==> src/rtl/irqd_pkg.sv <==
package irqd_pkg;

    localparam int MAX_IRQ  = 510;
    localparam int PRIV_N   = 32;
    localparam int SGI_N    = 16;
    localparam int ID_W     = 9;
    localparam int AW       = 10;

    localparam logic [AW-1:0] A_CTRL  = 10'h000;
    localparam logic [AW-1:0] A_LINES = 10'h001;
    localparam logic [AW-1:0] A_ENSET = 10'h020;
    localparam logic [AW-1:0] A_ENCLR = 10'h030;
    localparam logic [AW-1:0] A_CFG   = 10'h040;
    localparam logic [AW-1:0] A_TGT   = 10'h100;

    typedef enum logic [1:0] {
        TRIG_LVL_HI    = 2'b00,
        TRIG_LVL_LO    = 2'b01,
        TRIG_EDGE_RISE = 2'b10,
        TRIG_EDGE_FALL = 2'b11
    } trig_e;

    typedef struct packed {
        logic          wr;
        logic          rd;
        logic [AW-1:0] addr;
        logic [31:0]   wdata;
    } reg_req_t;

    function automatic int idx_w(int n);
        return (n > 1) ? $clog2(n) : 1;
    endfunction

    function automatic int word_count(int n);
        return (n + 31) / 32;
    endfunction

endpackage

==> src/rtl/irqd_src.sv <==
module irqd_src (
    input  logic       clk,
    input  logic       rst,
    input  logic       line,
    input  logic [1:0] trig,
    input  logic       take,
    input  logic       done,
    output logic       pend,
    output logic       act
);

    logic prev_q;
    logic lvl_on;
    logic edge_hit;
    logic act_nx;

    always_comb begin
        lvl_on   = trig[0] ? ~line : line;
        edge_hit = trig[0] ? (prev_q & ~line) : (~prev_q & line);
        act_nx   = take | (act & ~done);
    end

    always_ff @(posedge clk) begin
        if (rst) begin
            prev_q <= 1'b0;
            pend   <= 1'b0;
            act    <= 1'b0;
        end else begin
            prev_q <= line;
            act    <= act_nx;
            if (trig[1]) begin
                pend <= edge_hit | (pend & ~take);
            end else begin
                pend <= act_nx ? 1'b0 : lvl_on;
            end
        end
    end

endmodule

==> src/rtl/irqd_regs.sv <==
module irqd_regs
    import irqd_pkg::*;
#(
    parameter int N_IRQ = 80,
    parameter int N_CPU = 2
) (
    input  logic                            clk,
    input  logic                            rst,
    input  reg_req_t                        req,
    input  logic [idx_w(N_CPU)-1:0]         bus_cpu,
    output logic                            glb_en,
    output logic [N_IRQ-PRIV_N-1:0]         en_sh,
    output logic [N_CPU-1:0][PRIV_N-1:0]    en_pv,
    output logic [N_IRQ-PRIV_N-1:0]         cfg_sh,
    output logic [SGI_N-1:0][1:0]           cfg_pp,
    output logic [N_IRQ-PRIV_N-1:0][N_CPU-1:0] tgt_lo,
    output logic [31:0]                     rdata
);

    localparam int N_SH    = N_IRQ - PRIV_N;
    localparam int N_WORDS = word_count(N_IRQ);
    localparam int CPU_W   = idx_w(N_CPU);

    logic [N_SH-1:0][15:0] tgt_sh;
    logic [31:0]           rd_val;
    logic                  wr_ctrl;

    assign wr_ctrl = req.wr && (req.addr == A_CTRL);

    always_ff @(posedge clk) begin
        if (rst) begin
            glb_en <= 1'b0;
            en_sh  <= '0;
            en_pv  <= '0;
            cfg_sh <= '0;
            cfg_pp <= '0;
            tgt_sh <= '0;
        end else begin
            if (wr_ctrl) begin
                glb_en <= req.wdata[0];
            end
            for (int i = 0; i < N_SH; i++) begin
                if (req.wr && req.addr == A_ENSET + AW'((i + PRIV_N) / 32)
                    && req.wdata[(i + PRIV_N) % 32]) begin
                    en_sh[i] <= 1'b1;
                end
                if (req.wr && req.addr == A_ENCLR + AW'((i + PRIV_N) / 32)
                    && req.wdata[(i + PRIV_N) % 32]) begin
                    en_sh[i] <= 1'b0;
                end
                if (req.wr && req.addr == A_CFG + AW'((i + PRIV_N) / 16)
                    && !req.wdata[((i + PRIV_N) % 16) * 2]) begin
                    cfg_sh[i] <= req.wdata[((i + PRIV_N) % 16) * 2 + 1];
                end
                if (req.wr && req.addr == A_TGT + AW'((i + PRIV_N) / 2)) begin
                    tgt_sh[i] <= req.wdata[((i + PRIV_N) % 2) * 16 +: 16];
                end
            end
            for (int c = 0; c < N_CPU; c++) begin
                for (int b = 0; b < PRIV_N; b++) begin
                    if (req.wr && bus_cpu == CPU_W'(c) && req.addr == A_ENSET
                        && req.wdata[b]) begin
                        en_pv[c][b] <= 1'b1;
                    end
                    if (req.wr && bus_cpu == CPU_W'(c) && req.addr == A_ENCLR
                        && req.wdata[b]) begin
                        en_pv[c][b] <= 1'b0;
                    end
                end
            end
            if (req.wr && req.addr == A_CFG + AW'(1)) begin
                for (int b = 0; b < SGI_N; b++) begin
                    cfg_pp[b] <= req.wdata[b*2 +: 2];
                end
            end
        end
    end

    always_comb begin
        for (int i = 0; i < N_SH; i++) begin
            tgt_lo[i] = tgt_sh[i][N_CPU-1:0];
        end
    end

    always_comb begin
        rd_val = '0;
        if (req.addr == A_CTRL) begin
            rd_val[0] = glb_en;
        end
        if (req.addr == A_LINES) begin
            rd_val[4:0] = 5'(N_WORDS - 1);
        end
        for (int c = 0; c < N_CPU; c++) begin
            if (bus_cpu == CPU_W'(c)
                && (req.addr == A_ENSET || req.addr == A_ENCLR)) begin
                rd_val = en_pv[c];
            end
            if (bus_cpu == CPU_W'(c)
                && req.addr >= A_TGT && req.addr < A_TGT + AW'(PRIV_N / 2)) begin
                rd_val = {2{16'(1) << c}};
            end
        end
        if (req.addr == A_CFG) begin
            rd_val = {SGI_N{TRIG_EDGE_RISE}};
        end
        if (req.addr == A_CFG + AW'(1)) begin
            for (int b = 0; b < SGI_N; b++) begin
                rd_val[b*2 +: 2] = cfg_pp[b];
            end
        end
        for (int i = 0; i < N_SH; i++) begin
            if (req.addr == A_ENSET + AW'((i + PRIV_N) / 32)
                || req.addr == A_ENCLR + AW'((i + PRIV_N) / 32)) begin
                rd_val[(i + PRIV_N) % 32] = en_sh[i];
            end
            if (req.addr == A_CFG + AW'((i + PRIV_N) / 16)) begin
                rd_val[((i + PRIV_N) % 16) * 2 + 1] = cfg_sh[i];
            end
            if (req.addr == A_TGT + AW'((i + PRIV_N) / 2)) begin
                rd_val[((i + PRIV_N) % 2) * 16 +: 16] = tgt_sh[i];
            end
        end
    end

    always_ff @(posedge clk) begin
        if (rst) begin
            rdata <= '0;
        end else if (req.rd) begin
            rdata <= rd_val;
        end
    end

endmodule

==> src/rtl/irqd_route.sv <==
module irqd_route
    import irqd_pkg::*;
#(
    parameter int N_IRQ = 80,
    parameter int N_CPU = 2
) (
    input  logic                               glb_en,
    input  logic [N_IRQ-PRIV_N-1:0]            en_sh,
    input  logic [N_IRQ-PRIV_N-1:0]            pend_sh,
    input  logic [N_IRQ-PRIV_N-1:0]            act_sh,
    input  logic [N_IRQ-PRIV_N-1:0][N_CPU-1:0] tgt_lo,
    input  logic [N_CPU-1:0][PRIV_N-1:0]       en_pv,
    input  logic [N_CPU-1:0][PRIV_N-1:0]       pend_pv,
    input  logic [N_CPU-1:0][PRIV_N-1:0]       act_pv,
    output logic [N_CPU-1:0][N_IRQ-1:0]        fwd2d
);

    localparam int N_SH = N_IRQ - PRIV_N;

    always_comb begin
        for (int c = 0; c < N_CPU; c++) begin
            for (int b = 0; b < PRIV_N; b++) begin
                fwd2d[c][b] = glb_en & en_pv[c][b] & pend_pv[c][b] & ~act_pv[c][b];
            end
            for (int i = 0; i < N_SH; i++) begin
                fwd2d[c][i+PRIV_N] = glb_en & en_sh[i] & pend_sh[i]
                                   & ~act_sh[i] & tgt_lo[i][c];
            end
        end
    end

endmodule

==> src/rtl/irq_distributor.sv <==
module irq_distributor
    import irqd_pkg::*;
#(
    parameter int N_IRQ = 80,
    parameter int N_CPU = 2
) (
    input  logic                        clk,
    input  logic                        rst,
    input  logic [idx_w(N_CPU)-1:0]     bus_cpu,
    input  logic                        reg_wr,
    input  logic                        reg_rd,
    input  logic [AW-1:0]               reg_addr,
    input  logic [31:0]                 reg_wdata,
    output logic [31:0]                 reg_rdata,
    input  logic [N_IRQ-PRIV_N-1:0]     shared_in,
    input  logic [N_CPU*PRIV_N-1:0]     priv_in,
    input  logic [N_CPU-1:0]            ack_valid,
    input  logic [N_CPU*ID_W-1:0]       ack_id,
    input  logic [N_CPU-1:0]            eoi_valid,
    input  logic [N_CPU*ID_W-1:0]       eoi_id,
    output logic [N_CPU*N_IRQ-1:0]      fwd
);

    localparam int N_SH = N_IRQ - PRIV_N;

    reg_req_t                        req;
    logic                            glb_en;
    logic [N_SH-1:0]                 en_sh, cfg_sh, pend_sh, act_sh, take_sh, done_sh;
    logic [N_SH-1:0][N_CPU-1:0]      tgt_lo;
    logic [SGI_N-1:0][1:0]           cfg_pp;
    logic [N_CPU-1:0][PRIV_N-1:0]    en_pv, pend_pv, act_pv, take_pv, done_pv;
    logic [N_CPU-1:0][N_IRQ-1:0]     fwd2d;

    assign req = '{wr: reg_wr, rd: reg_rd, addr: reg_addr, wdata: reg_wdata};
    assign fwd = fwd2d;

    irqd_regs #(.N_IRQ(N_IRQ), .N_CPU(N_CPU)) u_regs (
        .clk    (clk),
        .rst    (rst),
        .req    (req),
        .bus_cpu(bus_cpu),
        .glb_en (glb_en),
        .en_sh  (en_sh),
        .en_pv  (en_pv),
        .cfg_sh (cfg_sh),
        .cfg_pp (cfg_pp),
        .tgt_lo (tgt_lo),
        .rdata  (reg_rdata)
    );

    always_comb begin
        take_sh = '0;
        done_sh = '0;
        take_pv = '0;
        done_pv = '0;
        for (int c = 0; c < N_CPU; c++) begin
            for (int i = 0; i < N_SH; i++) begin
                if (ack_valid[c] && ack_id[c*ID_W +: ID_W] == ID_W'(i + PRIV_N)
                    && fwd2d[c][i+PRIV_N]) begin
                    take_sh[i] = 1'b1;
                end
                if (eoi_valid[c] && eoi_id[c*ID_W +: ID_W] == ID_W'(i + PRIV_N)) begin
                    done_sh[i] = 1'b1;
                end
            end
            for (int b = 0; b < PRIV_N; b++) begin
                take_pv[c][b] = ack_valid[c] && ack_id[c*ID_W +: ID_W] == ID_W'(b)
                                && fwd2d[c][b];
                done_pv[c][b] = eoi_valid[c] && eoi_id[c*ID_W +: ID_W] == ID_W'(b);
            end
        end
    end

    for (genvar i = 0; i < N_SH; i++) begin : g_sh
        irqd_src u_src (
            .clk (clk),
            .rst (rst),
            .line(shared_in[i]),
            .trig({cfg_sh[i], 1'b0}),
            .take(take_sh[i]),
            .done(done_sh[i]),
            .pend(pend_sh[i]),
            .act (act_sh[i])
        );
    end

    for (genvar c = 0; c < N_CPU; c++) begin : g_cpu
        for (genvar b = 0; b < PRIV_N; b++) begin : g_pv
            if (b < SGI_N) begin : g_sgi
                irqd_src u_src (
                    .clk (clk),
                    .rst (rst),
                    .line(priv_in[c*PRIV_N + b]),
                    .trig(TRIG_EDGE_RISE),
                    .take(take_pv[c][b]),
                    .done(done_pv[c][b]),
                    .pend(pend_pv[c][b]),
                    .act (act_pv[c][b])
                );
            end else begin : g_ppi
                irqd_src u_src (
                    .clk (clk),
                    .rst (rst),
                    .line(priv_in[c*PRIV_N + b]),
                    .trig(cfg_pp[b-SGI_N]),
                    .take(take_pv[c][b]),
                    .done(done_pv[c][b]),
                    .pend(pend_pv[c][b]),
                    .act (act_pv[c][b])
                );
            end
        end
    end

    irqd_route #(.N_IRQ(N_IRQ), .N_CPU(N_CPU)) u_route (
        .glb_en (glb_en),
        .en_sh  (en_sh),
        .pend_sh(pend_sh),
        .act_sh (act_sh),
        .tgt_lo (tgt_lo),
        .en_pv  (en_pv),
        .pend_pv(pend_pv),
        .act_pv (act_pv),
        .fwd2d  (fwd2d)
    );

endmodule

==> config.mk <==
export PLATFORM = sky130hd
export DESIGN_NAME = irq_distributor
export DESIGN_NICKNAME = d
export VERILOG_FILES = /design/src/rtl/irqd_pkg.sv /design/src/rtl/irqd_src.sv /design/src/rtl/irqd_regs.sv /design/src/rtl/irqd_route.sv /design/src/rtl/irq_distributor.sv
export SDC_FILE = /design/constraint.sdc
export NUM_CORES = 2
export LEC_CHECK = 0
export ABC_AREA = 1
export BUFFER_PORTS_ARGS = -buffer_cell sky130_fd_sc_hd__buf_2
export CAP_MARGIN = 15
export CORE_MARGIN = 3
export CORE_UTILIZATION = 35
export CTS_CLUSTER_SIZE = 24
export DETAILED_ROUTE_END_ITERATION = 8
export SETUP_SLACK_MARGIN = 0.4
export SLEW_MARGIN = 20
export SYNTH_ARGS = -nofsm -noshare
export SYNTH_HDL_FRONTEND = slang
export SYNTH_HIERARCHICAL = 1
export SYNTH_SLANG_ARGS = --single-unit
==> constraint.sdc <==
create_clock -name clk -period 6.2 [get_ports clk]
set_input_delay 1.24 -clock clk [delete_from_list [all_inputs] [get_ports clk]]
set_output_delay 1.24 -clock clk [all_outputs]
set_load 0.05 [all_outputs]
[Word-level counts from Yosys, hierarchy flattened]
Index checks and enable logic that the tools add are counted.
Storage, ports and cells
  latch bits: 0
  ROM bits: 0
  register bits: 1329
  memories kept: 0
  word-level logic and storage cells: 3922
  memory bits (writable): 0
  output and inout port bits: 192
  input port bits: 199
Cells by class
  $mul: 0
  bitwise logic cells: 1505
  reduce and logical (&&, ||, !) cells: 933
  equal/unequal tests: 352
  add/subtract/negate cells: 0
  magnitude comparators: 2
  div/mod/pow operators: 0
  mux-type cells: 568
  shifts and indexed selects: 0
Operators by type and width (count)
  9-bit by 6-bit equality test with 1-bit output, second input constant: 128
  1-bit AND: 800
  1-bit logical AND: 797
  16-bit two-way mux: 48
  9-bit by 5-bit equality test with 1-bit output, second input constant: 64
  9-bit by 7-bit equality test with 1-bit output, second input constant: 64
  1-bit two-way mux: 513
  1-bit NOT: 481
  9-bit by 4-bit equality test with 1-bit output, second input constant: 32
  10-bit by 9-bit equality test with 1-bit output, second input constant: 24
  1-bit bitwise OR: 224
  2-bit OR reduction: 112
  32-bit two-way mux: 6
  9-bit by 3-bit equality test with 1-bit output, second input constant: 16
  9-bit by 2-bit equality test with 1-bit output, second input constant: 8
  10-bit by 6-bit equality test with 1-bit output, second input constant: 6
  10-bit by 7-bit equality test with 1-bit output, second input constant: 5
  9-bit by 1-bit equality test with 1-bit output, second input constant: 4
  9-bit logical NOT: 4
  1-bit logical NOT: 16
  10-bit by 1-bit equality test with 1-bit output, second input constant: 1
  10-bit by 9-bit >= comparator with 1-bit output, second input constant: 1
  10-bit logical NOT: 1
  10-bit by 9-bit less-than comparator with 1-bit output, second input constant: 1
  other kinds (2): 4

[Logic depth before layout (Yosys ltp)]
  depth in word-level cells: 55
  gate-level depth with buffers: 29
  gate-level depth less buffers: 27

[By module]
The synthesis kept the hierarchy.
By module, submodules not included
  irqd_regs: area each 44371.3 µm², cells an instance 6054, instances 1
  irqd_src: area each 141.4 µm², cells an instance 22, instances 112
  irq_distributor: area each 4177.8 µm², cells an instance 1037, instances 1
  irqd_route: area each 2006.9 µm², cells an instance 476, instances 1

[Least setup slack after synthesis]
Ideal clock, no wire load.
  kind: in2reg
  start: input reg_addr[8]
  end: register u_regs.rdata[13]
  path buffers: 2
  cell stages on the path: 20
  arrival: 3.224 ns
  setup slack: 2.842 ns
  library setup time: 0.134 ns
  required time: 6.066 ns
  cells stage by stage: inv_1 > nor2_4 > inv_2 > buf_4 > buf_2 > nor3_1 > inv_1 > nor2_1 > inv_1 > or2_2 > nand2_1 > nand4_1 > nand2_1 > nand3_1 > nand2_1 > nand4_1 > nor2_1 > nand4_1 > nand2_1 > a21oi_1
On the way
  cells in the longest elaborated chain, start to end: 38
  elaborated cells between the ends (all ways): 81
  classes of those cells: 2 x order compare; 35 x eq/ne; 35 x mux; 9 x reduce/logical
Ends and longest elaborated chain
  start, declared: line irq_distributor.sv:12  | input logic [AW-1:0] reg_addr,
  parallel branches: the longest is 37 deep, another holds 10-bit by 9-bit >= comparator with 1-bit output
  16-bit two-way mux (*): line irqd_regs.sv:119  | if (req.addr == A_TGT + AW'((i + PRIV_N) / 2)) begin
  end signal, assigned: line irqd_regs.sv:129  | rdata <= rd_val;
  end, declared: line irqd_regs.sv:17  | output logic [31:0] rdata
Every way passes the cells marked *.
A chain may end at the register's enable or synchronous reset.

[Final worst setup path]
  start: register u_regs.glb_en
  end: output fwd[33]
On the way
  cells in the longest elaborated chain, start to end: 4
Ends and longest elaborated chain
  start, declared: line irqd_regs.sv:11  | output logic glb_en,
  start signal, assigned: line irqd_regs.sv:40  | glb_en <= req.wdata[0];
  1-bit AND (2 in series): line irqd_route.sv:26  | fwd2d[c][i+PRIV_N] = glb_en & en_sh[i] & pend_sh[i]
  1-bit AND (2 in series): line irqd_route.sv:27  | & ~act_sh[i] & tgt_lo[i][c];
  end, declared: line irq_distributor.sv:21  | output logic [N_CPU*N_IRQ-1:0] fwd
No other way between the ends.

==> results.sh <==
export IMPL_clock_skew_ns=0.06932
export IMPL_critPathMaxStageDelay_ns=1.01
export IMPL_h_tree_depth=4
export IMPL_period_share=0.7568
export IMPL_final_setup_viol_count=0
export IMPL_dpl_cell_count=12720
export IMPL_die_height_microns=441.5
export IMPL_leakagePower_nw=29.39
export IMPL_setup_tns_final_ns=0
export IMPL_synthCells=10030
export IMPL_tightest_slew_ns=1.251
export IMPL_cts_hold_buffers=0
export IMPL_netlist_cell_type_count=51
export IMPL_grt_pass1_vias=62970
export IMPL_clockBufferDepth=3
export IMPL_ff_latch_area_sq_um=26610
export IMPL_fin_nets=10580
export IMPL_dp_slack_ns=1.146
export IMPL_critPathBufInv=2
export IMPL_track_usage=0.3345
export IMPL_via_per_inst=5.415
export IMPL_multi_input_area_sq_um=32120
export IMPL_design_area_sq_um=76650
export IMPL_cpMaxStageDelayCell="nor3_1"
export IMPL_grt_max_degree=171
export IMPL_drc_errors=0
export IMPL_fmax_ghz=0.2131
export IMPL_layout_drive_gt1_share=0.1061
export IMPL_grt_first_pass_wirelength_microns=468400
export IMPL_grt_ovfl_total=0
export IMPL_synth_area_per_cell_sq_um=6.619
export IMPL_powerDensity_nw_per_um2=254.8
export IMPL_worst_ep_required_time_ns=4.96
export IMPL_hold_violations=0
export IMPL_clkLatencyLatePin_ns=0.86
export IMPL_coreArea_sq_um=188200
export IMPL_crit_type="reg -> out"
export IMPL_critical_path_top_delay_family="simple AND/OR/NAND/NOR gates"
export IMPL_tritoncts="yes"
export IMPL_synth_edf_count=0
export IMPL_syn_area_sq_um=66390
export IMPL_post_cts_setup_buffers=0
export IMPL_hpwl_microns=251700
export IMPL_drv_cap=0
export IMPL_critPathArrivalTime_ns=3.45
export IMPL_clk_pin_slew_worst_paths_ns=0.06
export IMPL_ys_async_sr_fraction=0
export IMPL_gp_congestion=1.013
export IMPL_wire_per_inst_microns=26.05
export IMPL_slew_viol_final=0
export IMPL_fin_crit_ns=4.692
export IMPL_pin_count=391
export IMPL_worstPathMaxFanout=32
export IMPL_antenna_found_initial=59
export IMPL_drt_first_iter_violations=9264
export IMPL_die_w_microns=441.5
export IMPL_grt_setup_unrepaired="false"
export IMPL_via_count=70660
export IMPL_finalPower_w=0.01953
export IMPL_numPortBuffers=390
export IMPL_ys_warn_count=6
export IMPL_ant_nets=0
export IMPL_dieArea_sq_um=195000
export IMPL_cp_end_kind="primary output"
export IMPL_core_rowCount=159
export IMPL_clkSinkCount=1329
export IMPL_timing_slew_headroom=0.1598
export IMPL_cts_root_buf="clkbuf_16"
export IMPL_status="complete, no violations"
export IMPL_cts_buffers=155
export IMPL_synth_flop_cell="dfxtp_1"
export IMPL_fillers=19830
export IMPL_path_cells="buf_4 -> nand2_1 -> nor3_1 -> buf_2"
export IMPL_wl_microns=339800
export IMPL_syn_to_final_growth_pct=15.46
export IMPL_start_kind="flop"
export IMPL_start_util=0.3528
export IMPL_max_vdd_ir_drop_mv=0.3139
export IMPL_cts_resized_gates=0
export IMPL_min_path_type="reg -> reg"
export IMPL_dpl_instance_area_sq_um=71220
export IMPL_fin_cells=13050
export IMPL_synth_seq_area_share=0.4007
export IMPL_drt_first_pass_iters=7
export IMPL_synth_seq_cells=1329
export IMPL_fin_ws_ns=1.508
-- through the flow --
stage	utilization	hold slack (ns)
2_1_floorplan	-	0.4237
3_3_place_gp	0.3782	0.4322
3_5_place_dp	0.3784	0.4363
4_1_cts	0.4067	0.4449
5_1_grt	0.4070	0.4604
6_report	0.4073	0.4436
-- cells by family (layout without fill, tap and decap cells) --
family | count (synthesis) | in the layout | synth area share
compound gates | 1964 | 1964 | 0.1758
buf+inv | 2280 | 2457 | 0.1365
flops | 1329 | 1329 | 0.4007
other cells | 2 | 346 | 0.0001131
simple gates | 4456 | 4456 | 0.2868
-- placed cells by master, fill, tap and decap left out, types with 35 or more instances in the layout --
cell and count:
a221oi_1 64, inv_2 140, conb_1 304, a211oi_1 396, o221a_2 44, nand2_1 1845
inv_1 1481, clkbuf_8 37, o21bai_1 35, diode_2 42, clkbuf_16 156, o21ai_0 441
nor2_1 1421, nand3b_1 119, clkbuf_1 36, buf_2 388, dfxtp_1 1328, buf_4 139
nand3_1 601, a21oi_1 867, nor3_1 152, nand4_1 177, a31oi_1 63
-- path summary, 6_finish.rpt --
path / slack [ns] / startpoint / end / cells after the start
setup reg to reg: 2.80 / u_regs/glb_en$_SDFFE_PP0P_ / u_regs/rdata[0]$_SDFFE_PP0P_ / 19
hold reg to reg: 0.44 / u_regs/tgt_sh[548]$_SDFFE_PP0P_ / u_regs/tgt_sh[548]$_SDFFE_PP0P_ / 2
setup / recovery: 1.51 / u_regs/glb_en$_SDFFE_PP0P_ / fwd[33] / 4
hold / removal: 0.44 / u_regs/tgt_sh[548]$_SDFFE_PP0P_ / u_regs/tgt_sh[548]$_SDFFE_PP0P_ / 2
-- state kept, by name (all words and copies together) (netlist names) --
register / cells
g_sh.u_src/prev_q: 48
u_regs/tgt_sh: 672
u_regs/cfg_sh: 48
g_sh.u_src/act: 48
u_regs/en_pv: 64
g_cpu.g_pv.g_ppi.u_src/act: 32
g_cpu.g_pv.g_ppi.u_src/prev_q: 32
u_regs/tgt_lo: 96
g_cpu.g_pv.g_sgi.u_src/pend: 32
u_regs/cfg_pp: 32
g_sh.u_src/pend: 48
u_regs/glb_en: 1
g_cpu.g_pv.g_ppi.u_src/pend: 32
g_cpu.g_pv.g_sgi.u_src/prev_q: 32
g_cpu.g_pv.g_sgi.u_src/act: 32
u_regs/rdata: 32
u_regs/en_sh: 48
-- final cells by class --
cell class / instances / share of cell area
sequential: 1329 / 0.3471
antenna: 42 / 0.001371
inverter: 1636 / 0.08031
timing repair buffer: 539 / 0.04193
tap: 2495 / 0.04073
clock buffer: 228 / 0.05915
multi-input combinational: 6724 / 0.4190
clock inverter: 54 / 0.01038
-- worst min-delay path: cells and delay by family, from the launching register on --
| family | cells | cell delay [ns] |
|---|---|---|
| AO/OA/AOI/OAI | 1 | 0.05 |
| buffers and inverters | 1 | 0.05 |
| flip-flops | 1 | 0.30 |
-- where the power goes --
part           total [W]  switching [W]  internal [W]
Sequential       0.00868      0.0000474       0.00863
Combinational    0.00121       0.000956      0.000257
Clock            0.00964        0.00410       0.00554
Total             0.0195        0.00510        0.0144
-- synth_stat cells (all sizes together), types with 63 or more instances --
library cell,number,share of area
nand3,607,0.046
nand4,177,0.017
a221oi,64,0.0084
nand3b,119,0.013
inv,1622,0.092
o21ai,448,0.034
clkbuf,448,0.025
buf,196,0.019
nand2,1864,0.11
a211oi,396,0.045
a31oi,63,0.0059
nor3,169,0.013
dfxtp,1329,0.40
a21oi,869,0.066
nor2,1478,0.086
-- metal layers --
metal  global-route usage  up-vias  share of wire
li1                     -    32650              -
met2               0.4869     3836           0.42
met1               0.4499    33400           0.41
met5                    0        -        0.00026
met4               0.2045       12          0.071
met3              0.07236      754           0.10
(Power assumes the default switching activity.)
